===== src/rtl/psd_pkg.sv =====
package psd_pkg;

  // Lowest N that every value at or above it can reach with B >= A.
  function automatic int unsigned min_cont_ratio(input int unsigned p);
    return p * (p - 1);
  endfunction

  // Prescaler start value: it counts from this value down to zero.
  function automatic int unsigned pre_start(input logic swallow, input int unsigned p);
    return swallow ? p : p - 1;
  endfunction

endpackage


===== src/rtl/psd_cfg_front.sv =====
module psd_cfg_front
  import psd_pkg::*;
#(
  parameter int PL = 2,
  parameter int BW = 6,
  localparam int NW = BW + PL,
  localparam int P  = 1 << PL
) (
  input  logic          by_ratio,
  input  logic [BW-1:0] dir_a,
  input  logic [BW-1:0] dir_b,
  input  logic [NW-1:0] ratio_n,
  output logic [BW-1:0] sel_a,
  output logic [BW-1:0] sel_b,
  output logic          sel_bad
);
  localparam logic [NW-1:0] NMIN = NW'(min_cont_ratio(P));

  logic [BW-1:0] split_a;
  logic [BW-1:0] split_b;

  if (BW > PL) begin : g_pad
    assign split_a = {{(BW-PL){1'b0}}, ratio_n[PL-1:0]};
  end else begin : g_nopad
    assign split_a = ratio_n[BW-1:0] & BW'(P - 1);
  end

  assign split_b = ratio_n[NW-1:PL];

  always_comb begin
    if (by_ratio) begin
      sel_a   = split_a;
      sel_b   = split_b;
      sel_bad = (ratio_n < NMIN);
    end else begin
      sel_a   = dir_a;
      sel_b   = dir_b;
      sel_bad = (dir_b < dir_a) || (dir_b == '0);
    end
  end
endmodule


===== src/rtl/psd_prescaler.sv =====
module psd_prescaler
  import psd_pkg::*;
#(
  parameter int PL = 2,
  localparam int P   = 1 << PL,
  localparam int PCW = PL + 1
) (
  input  logic           clk,
  input  logic           rst,
  input  logic           swallow_nxt,
  output logic [PCW-1:0] pre_cnt,
  output logic           pre_tc
);
  assign pre_tc = (pre_cnt == '0);

  always_ff @(posedge clk) begin
    if (rst || pre_tc) pre_cnt <= PCW'(pre_start(swallow_nxt, P));
    else               pre_cnt <= pre_cnt - PCW'(1);
  end

  AST_PRE_BOUND: assert property (@(posedge clk) disable iff (rst)
    pre_cnt <= PCW'(P));
endmodule


===== src/rtl/psd_swallow_ctrl.sv =====
module psd_swallow_ctrl #(
  parameter int BW = 6
) (
  input  logic          clk,
  input  logic          rst,
  input  logic          pre_tc,
  input  logic [BW-1:0] ld_a,
  input  logic [BW-1:0] ld_b,
  input  logic          ld_bad,
  output logic [BW-1:0] a_cnt,
  output logic [BW-1:0] b_cnt,
  output logic          swallow_nxt,
  output logic          end_evt,
  output logic          bad_q
);
  logic [BW-1:0] a_nxt;
  logic [BW-1:0] b_nxt;

  assign end_evt = pre_tc && (b_cnt <= BW'(1));

  always_comb begin
    if (rst || end_evt) begin
      a_nxt = ld_a;
      b_nxt = ld_b;
    end else if (pre_tc) begin
      a_nxt = (a_cnt != '0) ? a_cnt - BW'(1) : a_cnt;
      b_nxt = b_cnt - BW'(1);
    end else begin
      a_nxt = a_cnt;
      b_nxt = b_cnt;
    end
  end

  assign swallow_nxt = (a_nxt != '0);

  always_ff @(posedge clk) begin
    a_cnt <= a_nxt;
    b_cnt <= b_nxt;
    if (rst || end_evt) bad_q <= ld_bad;
  end

  AST_COUNTS_IDLE: assert property (@(posedge clk) disable iff (rst)
    !pre_tc |=> $stable(a_cnt) && $stable(b_cnt));
  AST_FLAG_HELD: assert property (@(posedge clk) disable iff (rst)
    !end_evt |=> $stable(bad_q));
endmodule


===== src/rtl/pulse_swallow_div.sv =====
module pulse_swallow_div #(
  parameter int PRE_LOG2 = 2,
  parameter int CNT_W    = 6,
  localparam int NW  = CNT_W + PRE_LOG2,
  localparam int P   = 1 << PRE_LOG2,
  localparam int PCW = PRE_LOG2 + 1
) (
  input  logic          clk,
  input  logic          rst,
  input  logic          cfg_by_ratio,
  input  logic [CNT_W-1:0] cfg_swallow,
  input  logic [CNT_W-1:0] cfg_main,
  input  logic [NW-1:0] cfg_ratio,
  output logic          div_pulse,
  output logic          cfg_invalid
);
  logic [CNT_W-1:0] sel_a, sel_b, a_cnt, b_cnt;
  logic             sel_bad, swallow_nxt, end_evt, pre_tc, bad_q;
  logic [PCW-1:0]   pre_cnt;

  psd_cfg_front #(.PL(PRE_LOG2), .BW(CNT_W)) u_front (
    .by_ratio(cfg_by_ratio), .dir_a(cfg_swallow), .dir_b(cfg_main),
    .ratio_n(cfg_ratio), .sel_a(sel_a), .sel_b(sel_b), .sel_bad(sel_bad)
  );

  psd_swallow_ctrl #(.BW(CNT_W)) u_ctrl (
    .clk(clk), .rst(rst), .pre_tc(pre_tc), .ld_a(sel_a), .ld_b(sel_b),
    .ld_bad(sel_bad), .a_cnt(a_cnt), .b_cnt(b_cnt),
    .swallow_nxt(swallow_nxt), .end_evt(end_evt), .bad_q(bad_q)
  );

  psd_prescaler #(.PL(PRE_LOG2)) u_pre (
    .clk(clk), .rst(rst), .swallow_nxt(swallow_nxt),
    .pre_cnt(pre_cnt), .pre_tc(pre_tc)
  );

  always_ff @(posedge clk) begin
    if (rst) div_pulse <= 1'b0;
    else     div_pulse <= end_evt;
  end

  assign cfg_invalid = bad_q;

  AST_MOD_WIDE: assert property (@(posedge clk) disable iff (rst)
    pre_tc && !end_evt && (a_cnt > CNT_W'(1)) |=> pre_cnt == PCW'(P));
  AST_MOD_NARROW: assert property (@(posedge clk) disable iff (rst)
    pre_tc && !end_evt && (a_cnt <= CNT_W'(1)) |=> pre_cnt == PCW'(P - 1));
  AST_MAIN_STEP: assert property (@(posedge clk) disable iff (rst)
    pre_tc && !end_evt |=> b_cnt == $past(b_cnt) - CNT_W'(1));
  AST_PULSE_SINGLE: assert property (@(posedge clk) disable iff (rst)
    div_pulse |=> !div_pulse);
endmodule


===== config.mk =====
export PLATFORM = sky130hd
export DESIGN_NAME = pulse_swallow_div
export DESIGN_NICKNAME = d
export VERILOG_FILES = /design/src/rtl/psd_pkg.sv /design/src/rtl/psd_cfg_front.sv /design/src/rtl/psd_prescaler.sv /design/src/rtl/psd_swallow_ctrl.sv /design/src/rtl/pulse_swallow_div.sv
export SDC_FILE = /design/constraint.sdc
export NUM_CORES = 1
export LEC_CHECK = 0
export BUFFER_PORTS_ARGS = -buffer_cell sky130_fd_sc_hd__buf_4
export CAP_MARGIN = 0
export CORE_AREA = 2 2 56 58
export DETAILED_ROUTE_END_ITERATION = 10
export DIE_AREA = 0 0 58 60
export GPL_ROUTABILITY_DRIVEN = 1
export PLACE_DENSITY = 0.74
export SLEW_MARGIN = 20
export SYNTH_ARGS = -nofsm -noshare
export SYNTH_HDL_FRONTEND = slang
export SYNTH_SLANG_ARGS = --single-unit

===== constraint.sdc =====
create_clock -name clk -period 1.8 [get_ports clk]
set_input_delay 0.09 -clock clk [delete_from_list [all_inputs] [get_ports clk]]
set_output_delay 0.09 -clock clk [all_outputs]
set_load 0.005 [all_outputs]

==> results of run 1 <==
## cells in the mapped netlist (all sizes together), types with 2 or more instances
| cell type | count | area share |
|---|---|---|
| nor2 | 17 | 0.048 |
| inv | 13 | 0.039 |
| ha | 11 | 0.10 |
| o21ai | 11 | 0.042 |
| dfxtp | 10 | 0.15 |
| nand2 | 10 | 0.028 |
| a21oi | 9 | 0.034 |
| edfxtp | 7 | 0.16 |
| mux2i | 6 | 0.045 |
| nor2b | 5 | 0.024 |
| nor3 | 5 | 0.019 |
| a211oi | 4 | 0.023 |
| nand2b | 4 | 0.021 |
| nor4 | 4 | 0.030 |
| or3 | 4 | 0.019 |
| nand3 | 3 | 0.015 |
| xnor2 | 3 | 0.020 |
| xor2 | 3 | 0.020 |
| a22oi | 2 | 0.011 |
| a31oi | 2 | 0.021 |
| buf | 2 | 0.0066 |
| clkbuf | 2 | 0.013 |
| or4 | 2 | 0.011 |
## layout by cell type, fill, tap and decap left out, drive strengths merged, types with 2 or more instances in the layout
cell,Yosys,layout
buf,2,43
nor2,17,17
inv,13,13
o21ai,11,11
ha,11,11
nand2,10,10
dfxtp,10,10
a21oi,9,9
edfxtp,7,7
mux2i,6,6
nor3,5,5
nor2b,5,5
or3,4,4
nand2b,4,4
nor4,4,4
clkbuf,2,4
a211oi,4,4
xnor2,3,3
xor2,3,3
nand3,3,3
or4,2,2
a22oi,2,2
a31oi,2,2
## final timing paths
kind / startpoint / to / depth (start not counted)
hold reg to reg: u_pre.pre_cnt[0] / u_pre.pre_cnt[0] / 3
setup / recovery: u_ctrl.b_cnt[0] / u_pre.pre_cnt[2] / 7
hold / removal: cfg_ratio[0] / u_ctrl.a_cnt[0] / 3
setup reg to reg: u_ctrl.b_cnt[0] / u_pre.pre_cnt[2] / 7
## power breakdown
part	switching (mW)	leakage (nW)	total, mW	internal [mW]
Sequential	0.0950	0.153	0.605	0.510
Clock	0.111	0.0150	0.197	0.0859
Combinational	0.430	0.603	0.874	0.444
## final cells by class
type	count	share of cell area
inverters	13	0.0285
clock buffers	4	0.0146
multi-input cells	117	0.513
flip-flops and latches	17	0.229
repair buffers	44	0.192
well taps	33	0.0230
## critical path: stages, from the launching register on
cell and delay (ns):
edfxtp_1 0.44, ha_2 0.21, or2_4 0.26, a31oi_4 0.19, inv_4 0.06, a2111oi_4 0.19, nand3_2 0.13, a22o_1 0.26
## state kept, by name (all words and copies together) (netlist names)
name,count
u_ctrl.a_cnt,6
u_ctrl.b_cnt,6
u_pre.pre_cnt,3
div_pulse,1
u_ctrl.bad_q,1
## routing by layer
| layer | vias up | track usage | part of all wire |
|---|---|---|---|
| li1 | 628 | - | - |
| met1 | 585 | 0.218 | 0.42 |
| met2 | 33 | 0.349 | 0.52 |
| met3 | 6 | 0.0216 | 0.034 |
| met4 | 0 | 0.0930 | 0.023 |
| met5 | - | 0 | 0 |
## cell families after synthesis
family	count (synthesis)	share of synthesized area
compound gates	34	0.185
xor+xnor	6	0.0396
fa+ha+maj	11	0.104
buf+inv	17	0.0585
flops	17	0.309
mux	7	0.0538
simple gates	59	0.250
## what timing repair did
item                                    4_1_cts  5_1_grt
hold buffers                                  0        1
resized for setup                             9       11
gates cloned                                  0        0
endpoints found under the setup margin        8       10
hold endpoints to repair                      0        1
pin swaps                                     3        6
buffers inserted                              3        3
## stage by stage
stage / cell area [um2] / setup TNS, ns
floorplan: 1330 / 0
global placement: 1640 / 0
detailed placement: 1640 / -0.292
CTS: 1720 / -0.0144
global route: 1800 / -0.662
finish: 1800 / -0.0459
==> qor.yml, run 1 <==
ys_types: 42
power_mw: 1.68
io_pins: 25
worstPathRequired_ns: 1.97
hold_ws_ns: 0.112
antenna_found_initial: 0
fin_crit_ns: 1.84
dp.cells: 217
yosysSeqAreaShare: 0.309
finalSetupViolCount: 2
clock_latency_ns: 0.28
regToRegSetupSlack_ns: -0.04
fin_ws_ns: -0.0382
cp_max_fo: 3
layout.nets: 230
grt_pass1_wl_um: 5010
async_flop_share: 0
outcome: "finished with violations"
synth_warnings: 0
synthToLayoutAreaGrowth_pct: 35.6
rsz0062_at_grt: "true"
hold_path_class: "in -> reg"
synth_flop_cell: "dfxtp_1"
crit_arrival_ns: 2.01
synth-seq-cells: 17
stdcell_count: 228
die_w_um: 58
cts_root_buf: "clkbuf_4"
p_leak_nw: 0.771
preCtsSetupSlack_ns: -0.118
synth_nets: 185
initial_core_util: 0.457
wl_um: 3320
cap_viol_max_count: 0
syn_inst: 151
place.gp.congestion: 0.842
dp_hpwl_um: 2500
netlist_area_mm2: 0.00133
crit_type: "reg -> reg"
cts_buffer_depth: 2
clkTransAtPathRegs_ns: 0.10
grt.overflow.total: 0
finClkSkew_ns: 0.00918
rows: 20
drt_pass1_iterations: 4
finalHoldViolCount: 0
vias_per_cell: 5.49
cts.sinks: 17
drive_above_1_share: 0.369
worstMarginPinSlew_ns: 0.353
relSlewSlack: 0.764
finalCritPeriodShare: 1.02
num_vias: 1252
wl_per_cell_um: 14.6
die-area_mm2: 0.00348
register_area_um2: 412
startpoint_type: "register"
grt_max_degree: 24
ant_nets: 0
drc_errors: 0
vdd.ir_drop.worst_mv: 0.504
cp-end-kind: "register"
io_buffers: 24
fin_util: 0.619
drv_slew: 0
violations: "negative setup slack"
cts_tree: "done"
numCtsBuffers: 3
synth_edf_count: 7
syn_area_per_cell_um2: 8.78
antennaDiodeCount: 0
fmaxAchievable_ghz: 0.544
drt_iter0_drc: 25
die_h_um: 60
grt_pass1_vias: 1150
fillCellCount: 239
htree_levels: 1
power.density_mw_per_mm2: 932
grt_util_all_layers: 0.190
multi_input_area_um2: 922
coreArea_mm2: 0.00290
Power figures use the tool's default switching activity.
==> run 2: changes to the inputs <==
--- a/config.mk
+++ b/config.mk
@@ -7,11 +7,11 @@
 export LEC_CHECK = 0
 export BUFFER_PORTS_ARGS = -buffer_cell sky130_fd_sc_hd__buf_4
 export CAP_MARGIN = 0
-export CORE_AREA = 2 2 56 58
+export CORE_AREA = 2 2 51 53
 export DETAILED_ROUTE_END_ITERATION = 10
-export DIE_AREA = 0 0 58 60
+export DIE_AREA = 0 0 53 55
 export GPL_ROUTABILITY_DRIVEN = 1
-export PLACE_DENSITY = 0.74
+export PLACE_DENSITY = 0.84
 export SLEW_MARGIN = 20
 export SYNTH_ARGS = -nofsm -noshare
 export SYNTH_HDL_FRONTEND = slang
==> constraint.sdc (replaced) <==
create_clock -name clk -period 2.39 [get_ports clk]
set_input_delay 0.1195 -clock clk [delete_from_list [all_inputs] [get_ports clk]]
set_output_delay 0.1195 -clock clk [all_outputs]
set_load 0.005 [all_outputs]
==> run 2 against run 1 <==
The run now ends clean. Sequential share of layout area increased by 3.6 points. Total power decreased by 35%. Design area decreased by 14%. Clock-buffer cell count unchanged. Die area decreased by 16%.
==> qor.yml, run 2 (synthesis gave the netlist of run 1 again) <==
outcome: "complete, no violations"  # was finished with violations
vias_per_cell: 5.69  # was 5.49
finalSetupViolCount: 0  # was 2
antenna_found_initial: 0  # unchanged
crit_path_frequent_cell: "nor2_1"
synthToLayoutAreaGrowth_pct: 17.0  # was 35.6%
layout.nets: 211  # was 230
worstPathRequired_ns: 2.58  # was 1.97 ns
fin_tns_setup_ns: 0  # was -0.0459 ns
register_area_um2: 410  # was 412 um2
power_mw: 1.08  # was 1.68 mW
worstMarginPinSlew_ns: 0.416  # was 0.353 ns
cap_viol_max_count: 0  # unchanged
htree_levels: 1  # unchanged
cts_tree: "done"  # unchanged
grt_max_degree: 24  # unchanged
coreArea_mm2: 0.00236  # was 0.00290 mm2
cp_max_fo: 20  # was 3
fin_crit_ns: 2.02  # was 1.84 ns
drv_slew: 0  # unchanged
num_vias: 1173  # was 1,252
io_buffers: 24  # unchanged
die_h_um: 55  # was 60 um
crit_type: "reg -> reg"  # unchanged
power.density_mw_per_mm2: 697  # was 932 mW/mm2
initial_core_util: 0.561  # was 0.457
fin_ws_ns: 0.374  # was -0.0382 ns
rsz0062_at_grt: "false"  # was true
p_sw_mw: 0.421  # was 0.636 mW
p_int_mw: 0.660  # was 1.04 mW
cts-resized-gates: 0  # was 9
io_pins: 25  # unchanged
r2r_start: "u_pre.pre_cnt[0]"  # was u_ctrl.b_cnt[0]
drive_above_1_share: 0.210  # was 0.369
grt_pass1_vias: 1093  # was 1,150
crit_arrival_ns: 2.21  # was 2.01 ns
wl_um: 2900  # was 3320 um
crit_start: "u_pre.pre_cnt[0]"  # was u_ctrl.b_cnt[0]
cts_buffer_depth: 2  # unchanged
die_w_um: 53  # was 58 um
numCtsBuffers: 3  # unchanged
grt_util_all_layers: 0.224  # was 0.190
stdcell_count: 206  # was 228
crit_slowest_cell: "nor2b_1"  # was edfxtp_1
clock_latency_ns: 0.29  # was 0.28 ns
drt_pass1_iterations: 4  # unchanged
crit_family: "simple AND/OR/NAND/NOR gates"  # was compound AO/OA/AOI/OAI gates
wl_per_cell_um: 14.1  # was 14.6 um
antennaDiodeCount: 0  # unchanged
die-area_mm2: 0.00292  # was 0.00348 mm2
worstPathCellList: "inv_1 -> ha_1 -> nor2b_1 -> a31oi_4 -> buf_4 -> nor2_1 -> nor2_1 -> a22o_1"  # was ha_2 -> or2_4 -> a31oi_4 -> inv_4 -> a2111oi_4 -> nand3_2 -> a22o_1
grt_pass1_wl_um: 4700  # was 5010 um
vdd.ir_drop.worst_mv: 0.385  # was 0.504 mV
hold_path_class: "in -> reg"  # unchanged
cts_hold_buf: 0  # unchanged
multi_input_area_um2: 838  # was 922 um2
rows: 18  # was 20
fmaxAchievable_ghz: 0.496  # was 0.544 GHz
post-cts-setup-buffers: 0  # was 3
relSlewSlack: 0.721  # was 0.764
ant_nets: 0  # unchanged
seqPwrFrac: 0.415  # was 0.361
final_common_cell: "buf_4"  # unchanged
finalCritPeriodShare: 0.844  # was 1.02
cts.sinks: 17  # unchanged
place.gp.congestion: 0.848  # was 0.842
reg_top3: "u_ctrl.a_cnt: 6 flops, u_ctrl.b_cnt: 6 flops, u_pre.pre_cnt: 3 flops"  # unchanged
clkTransAtPathRegs_ns: 0.10  # about the same
startpoint_type: "register"  # unchanged
pwr-share-comb: 0.442  # was 0.522
dp_hpwl_um: 2300  # was 2500 um
drc_errors: 0  # unchanged
hp-start: "rst"  # was cfg_ratio[0]
cts_root_buf: "clkbuf_4"  # unchanged
fillCellCount: 196  # was 239
finalHoldViolCount: 0  # unchanged
pwr-share-clk: 0.143  # was 0.117
mostFrequentLayoutCells: "25 x buf_4, 17 x nor2_1, 12 x inv_1, 11 x o21ai_0, 11 x ha_1"  # was 42 x buf_4, 16 x nor2_1, 11 x o21ai_0, 10 x nand2_1
critical-path-max-stage-delay_ns: 0.39  # was 0.44 ns
cp-end-kind: "register"  # unchanged
grt.overflow.total: 0  # unchanged
hold_ws_ns: 0.0314  # was 0.112 ns
p_leak_nw: 0.665  # was 0.771 nW
cp_num_buf_inv: 2  # was 1
dp.cells: 202  # was 217
finClkSkew_ns: 0.00392  # was 0.00918 ns
swShare: 0.390  # was 0.380
preCtsSetupSlack_ns: 0.411  # was -0.118 ns
drt_iter0_drc: 28  # was 25
==> run 2: routing by layer <==
layer  track usage  wire length [um]
met3        0.0242               114
met2         0.379              1460
met4         0.103                48
met1         0.288              1280
met5             0                 0
==> run 2: area by class of cell <==
type / count / share of cell area
Multi-Input combinational cell: 117 / 0.540
Sequential cell: 17 / 0.265
Timing Repair Buffer: 25 / 0.121
Inverter: 13 / 0.0331
Tap cell: 30 / 0.0242
Clock buffer: 4 / 0.0169
==> run 2: path summary, 6_finish.rpt <==
path                                          to  slack (ns)  cells after the start
worst min-delay path                   div_pulse        0.03                      2
worst max register to register  u_pre.pre_cnt[2]        0.37                      8
worst max-delay path            u_pre.pre_cnt[2]        0.37                      8
worst min register to register         div_pulse        0.65                      3
==> run 2: power groups by stage <==
stage	registers [mW]	logic, mW	clock network [mW]
global route	0.457	0.528	0.169
detailed placement	0.455	0.466	0
global placement	0.450	0.440	0
finish	0.449	0.478	0.154
floorplan	0.441	0.352	0
CTS	0.448	0.477	0.154
==> run 2: stage by stage <==
stage,utilization,cell area [um2]
finish,0.656,1550
global route,0.656,1550
CTS,0.656,1550
detailed placement,0.645,1530
global placement,0.645,1530
floorplan,-,1330
==> run 3: changes to the inputs <==
--- a/config.mk
+++ b/config.mk
@@ -7,11 +7,11 @@
 export LEC_CHECK = 0
 export BUFFER_PORTS_ARGS = -buffer_cell sky130_fd_sc_hd__buf_4
 export CAP_MARGIN = 0
-export CORE_AREA = 2 2 51 53
+export CORE_AREA = 2 2 53 55
 export DETAILED_ROUTE_END_ITERATION = 10
-export DIE_AREA = 0 0 53 55
+export DIE_AREA = 0 0 55 57
 export GPL_ROUTABILITY_DRIVEN = 1
-export PLACE_DENSITY = 0.84
+export PLACE_DENSITY = 0.79
 export SLEW_MARGIN = 20
 export SYNTH_ARGS = -nofsm -noshare
 export SYNTH_HDL_FRONTEND = slang
==> constraint.sdc (replaced) <==
create_clock -name clk -period 2.1 [get_ports clk]
set_input_delay 0.105 -clock clk [delete_from_list [all_inputs] [get_ports clk]]
set_output_delay 0.105 -clock clk [all_outputs]
set_load 0.005 [all_outputs]
==> run 3 against run 2 <==
Flip-flop and latch count unchanged. Routed wire length rose by 2.3%. Die area grew 7.5%. Largest cell class unchanged. Worst setup slack got worse by 0.24 ns. Worst hold slack gained 0.087 ns.
==> qor.yml, run 3 (synthesis gave the netlist of run 1 again) <==
outcome: "complete, no violations"  # unchanged
rr_endpoint: "u_pre.pre_cnt[1]"  # was u_pre.pre_cnt[2]
cts.sinks: 17  # unchanged
vias_per_cell: 5.75  # was 5.69
ant_nets: 0  # unchanged
layout.nets: 213  # was 211
clock_latency_ns: 0.30  # was 0.29 ns
numCtsBuffers: 3  # unchanged
wl_um: 2970  # was 2900 um
finalCritPeriodShare: 0.939  # was 0.844
cts_root_buf: "clkbuf_4"  # unchanged
synthToLayoutAreaGrowth_pct: 19.3  # was 17.0%
startpoint_type: "register"  # unchanged
final_area_mm2: 0.00158  # was 0.00155 mm2
hold_ws_ns: 0.119  # was 0.0314 ns
cts_tree: "done"  # unchanged
final_common_cell: "buf_4"  # unchanged
grt_pass1_vias: 1176  # was 1,093
io_pins: 25  # unchanged
regToRegSetupSlack_ns: 0.13  # was 0.37 ns
grt_max_degree: 24  # unchanged
fin_crit_ns: 1.97  # was 2.02 ns
crit_start: "u_ctrl.b_cnt[0]"  # was u_pre.pre_cnt[0]
die-area_mm2: 0.00314  # was 0.00292 mm2
preCtsSetupSlack_ns: 0.110  # was 0.411 ns
power.density_mw_per_mm2: 793  # was 697 mW/mm2
grt_util_all_layers: 0.219  # was 0.224
drive_above_1_share: 0.225  # was 0.210
vdd.ir_drop.worst_mv: 0.467  # was 0.385 mV
initial_core_util: 0.507  # was 0.561
wl_per_cell_um: 14.2  # was 14.1 um
critical-path-max-stage-delay_ns: 0.41  # was 0.39 ns
drt_iter0_drc: 37  # was 28
grt_pass1_wl_um: 5060  # was 4700 um
fmaxAchievable_ghz: 0.507  # was 0.496 GHz
crit_type: "reg -> reg"  # unchanged
critPathCapture: "u_pre.pre_cnt[1]"  # was u_pre.pre_cnt[2]
reg2regPathDepth: 8  # unchanged
worstPathCellList: "inv_1 -> ha_1 -> or2_4 -> a31oi_4 -> inv_4 -> a2111oi_4 -> nand3_2 -> a22oi_1"  # was inv_1 -> ha_1 -> nor2b_1 -> a31oi_4 -> buf_4 -> nor2_1 -> nor2_1 -> a22o_1
cap_viol_max_count: 0  # unchanged
mostFrequentLayoutCells: "26 x buf_4, 17 x nor2_1, 12 x inv_1, 11 x o21ai_0, 11 x ha_1"  # was 25 x buf_4, 17 x nor2_1, 12 x inv_1, 11 x o21ai_0, 11 x ha_1
dp_hpwl_um: 2420  # was 2300 um
worstPathRequired_ns: 2.31  # was 2.58 ns
cp_max_fo: 9  # was 20
clkTransAtPathRegs_ns: 0.10  # about the same
r2r_start: "u_ctrl.b_cnt[0]"  # was u_pre.pre_cnt[0]
drt_pass1_iterations: 4  # unchanged
cp-end-kind: "register"  # unchanged
antennaDiodeCount: 0  # unchanged
htree_levels: 1  # unchanged
coreArea_mm2: 0.00262  # was 0.00236 mm2
crit_slowest_cell: "edfxtp_1"  # was nor2b_1
die_h_um: 57  # was 55 um
grt.overflow.total: 0  # unchanged
num_vias: 1201  # was 1,173
place.gp.congestion: 0.836  # was 0.848
worstMarginPinSlew_ns: 0.426  # was 0.416 ns
antenna_found_initial: 0  # unchanged
reg_top3: "u_ctrl.a_cnt: 6 flops, u_ctrl.b_cnt: 6 flops, u_pre.pre_cnt: 3 flops"  # unchanged
place_area_mm2: 0.00153  # about the same
rows: 19  # was 18
io_buffers: 24  # unchanged
drc_errors: 0  # unchanged
finalSetupViolCount: 0  # unchanged
p_leak_nw: 0.680  # was 0.665 nW
hold_path_class: "in -> reg"  # unchanged
cts_buffer_depth: 2  # unchanged
finClkSkew_ns: 0.00230  # was 0.00392 ns
finalHoldViolCount: 0  # unchanged
die_w_um: 55  # was 53 um
drv_slew: 0  # unchanged
fin_ws_ns: 0.129  # was 0.374 ns
crit_arrival_ns: 2.19  # was 2.21 ns
relSlewSlack: 0.714  # was 0.721
fillCellCount: 217  # was 196
fin_util: 0.605  # was 0.656
[run 3: power breakdown]
part / switching, mW / total [mW] / internal (mW) / leakage (nW)
combinational: 0.302 / 0.556 / 0.254 / 0.509
sequential: 0.0797 / 0.515 / 0.436 / 0.153
clock: 0.112 / 0.183 / 0.0712 / 0.0177
[run 3: critical path: cells and delay by family, from the launching register on]
family                     cells  cell delay [ns]
AOI/OAI and AO/OA              3             0.72
adders and majority gates      1             0.23
buffers and inverters          2             0.14
DFF                            1             0.41
and+or+nand+nor                2             0.38
[run 3: worst min-delay path by stage]
| stage | cells past startpoint | to | slack, ns | start |
|---|---|---|---|---|
| final | 3 | u_ctrl.a_cnt[0] | 0.12 | cfg_ratio[0] |
| after global routing | 3 | u_ctrl.a_cnt[0] | 0.11 | cfg_swallow[0] |
| after CTS | 3 | u_ctrl.a_cnt[0] | 0.12 | cfg_ratio[0] |
| after detailed placement | 2 | div_pulse | 0.32 | rst |
| after global placement | 2 | div_pulse | 0.33 | rst |
| after floorplan | 1 | div_pulse | 0.18 | rst |
[run 3: cell type report]
cell class | instances | area [um2] | area share
Clock buffer | 3 | 22.5 | 0.0142
Timing Repair Buffer | 27 | 205 | 0.130
Sequential cell | 17 | 410 | 0.259
Multi-Input combinational cell | 117 | 850 | 0.537
Clock inverter | 1 | 5.00 | 0.00316
Tap cell | 31 | 38.8 | 0.0245
Inverter | 13 | 51.3 | 0.0324
[run 3: repair_timing]
| action | in CTS | in global routing |
|---|---|---|
| buffers inserted | 0 | 1 |
| gates resized for setup | 0 | 2 |
| endpoints found under the hold margin | 1 | 0 |
| hold buffers | 1 | 0 |
| setup endpoints to repair | 0 | 3 |
[run 3: per-stage QoR]
| step | power [mW] | TNS [ns] | cells |
|---|---|---|---|
| after floorplan | 0.903 | 0 | 151 |
| after global placement | 1.01 | 0 | 203 |
| after detailed placement | 1.05 | 0 | 203 |
| after CTS | 1.24 | 0 | 208 |
| after global routing | 1.35 | -0.00453 | 209 |
| final | 1.25 | 0 | 209 |
[run 3: routing by layer]
layer  GRT usage  share of wire
met5           0              0
met4      0.0871          0.017
met3      0.0262          0.058
met2       0.372           0.51
met1       0.275           0.41
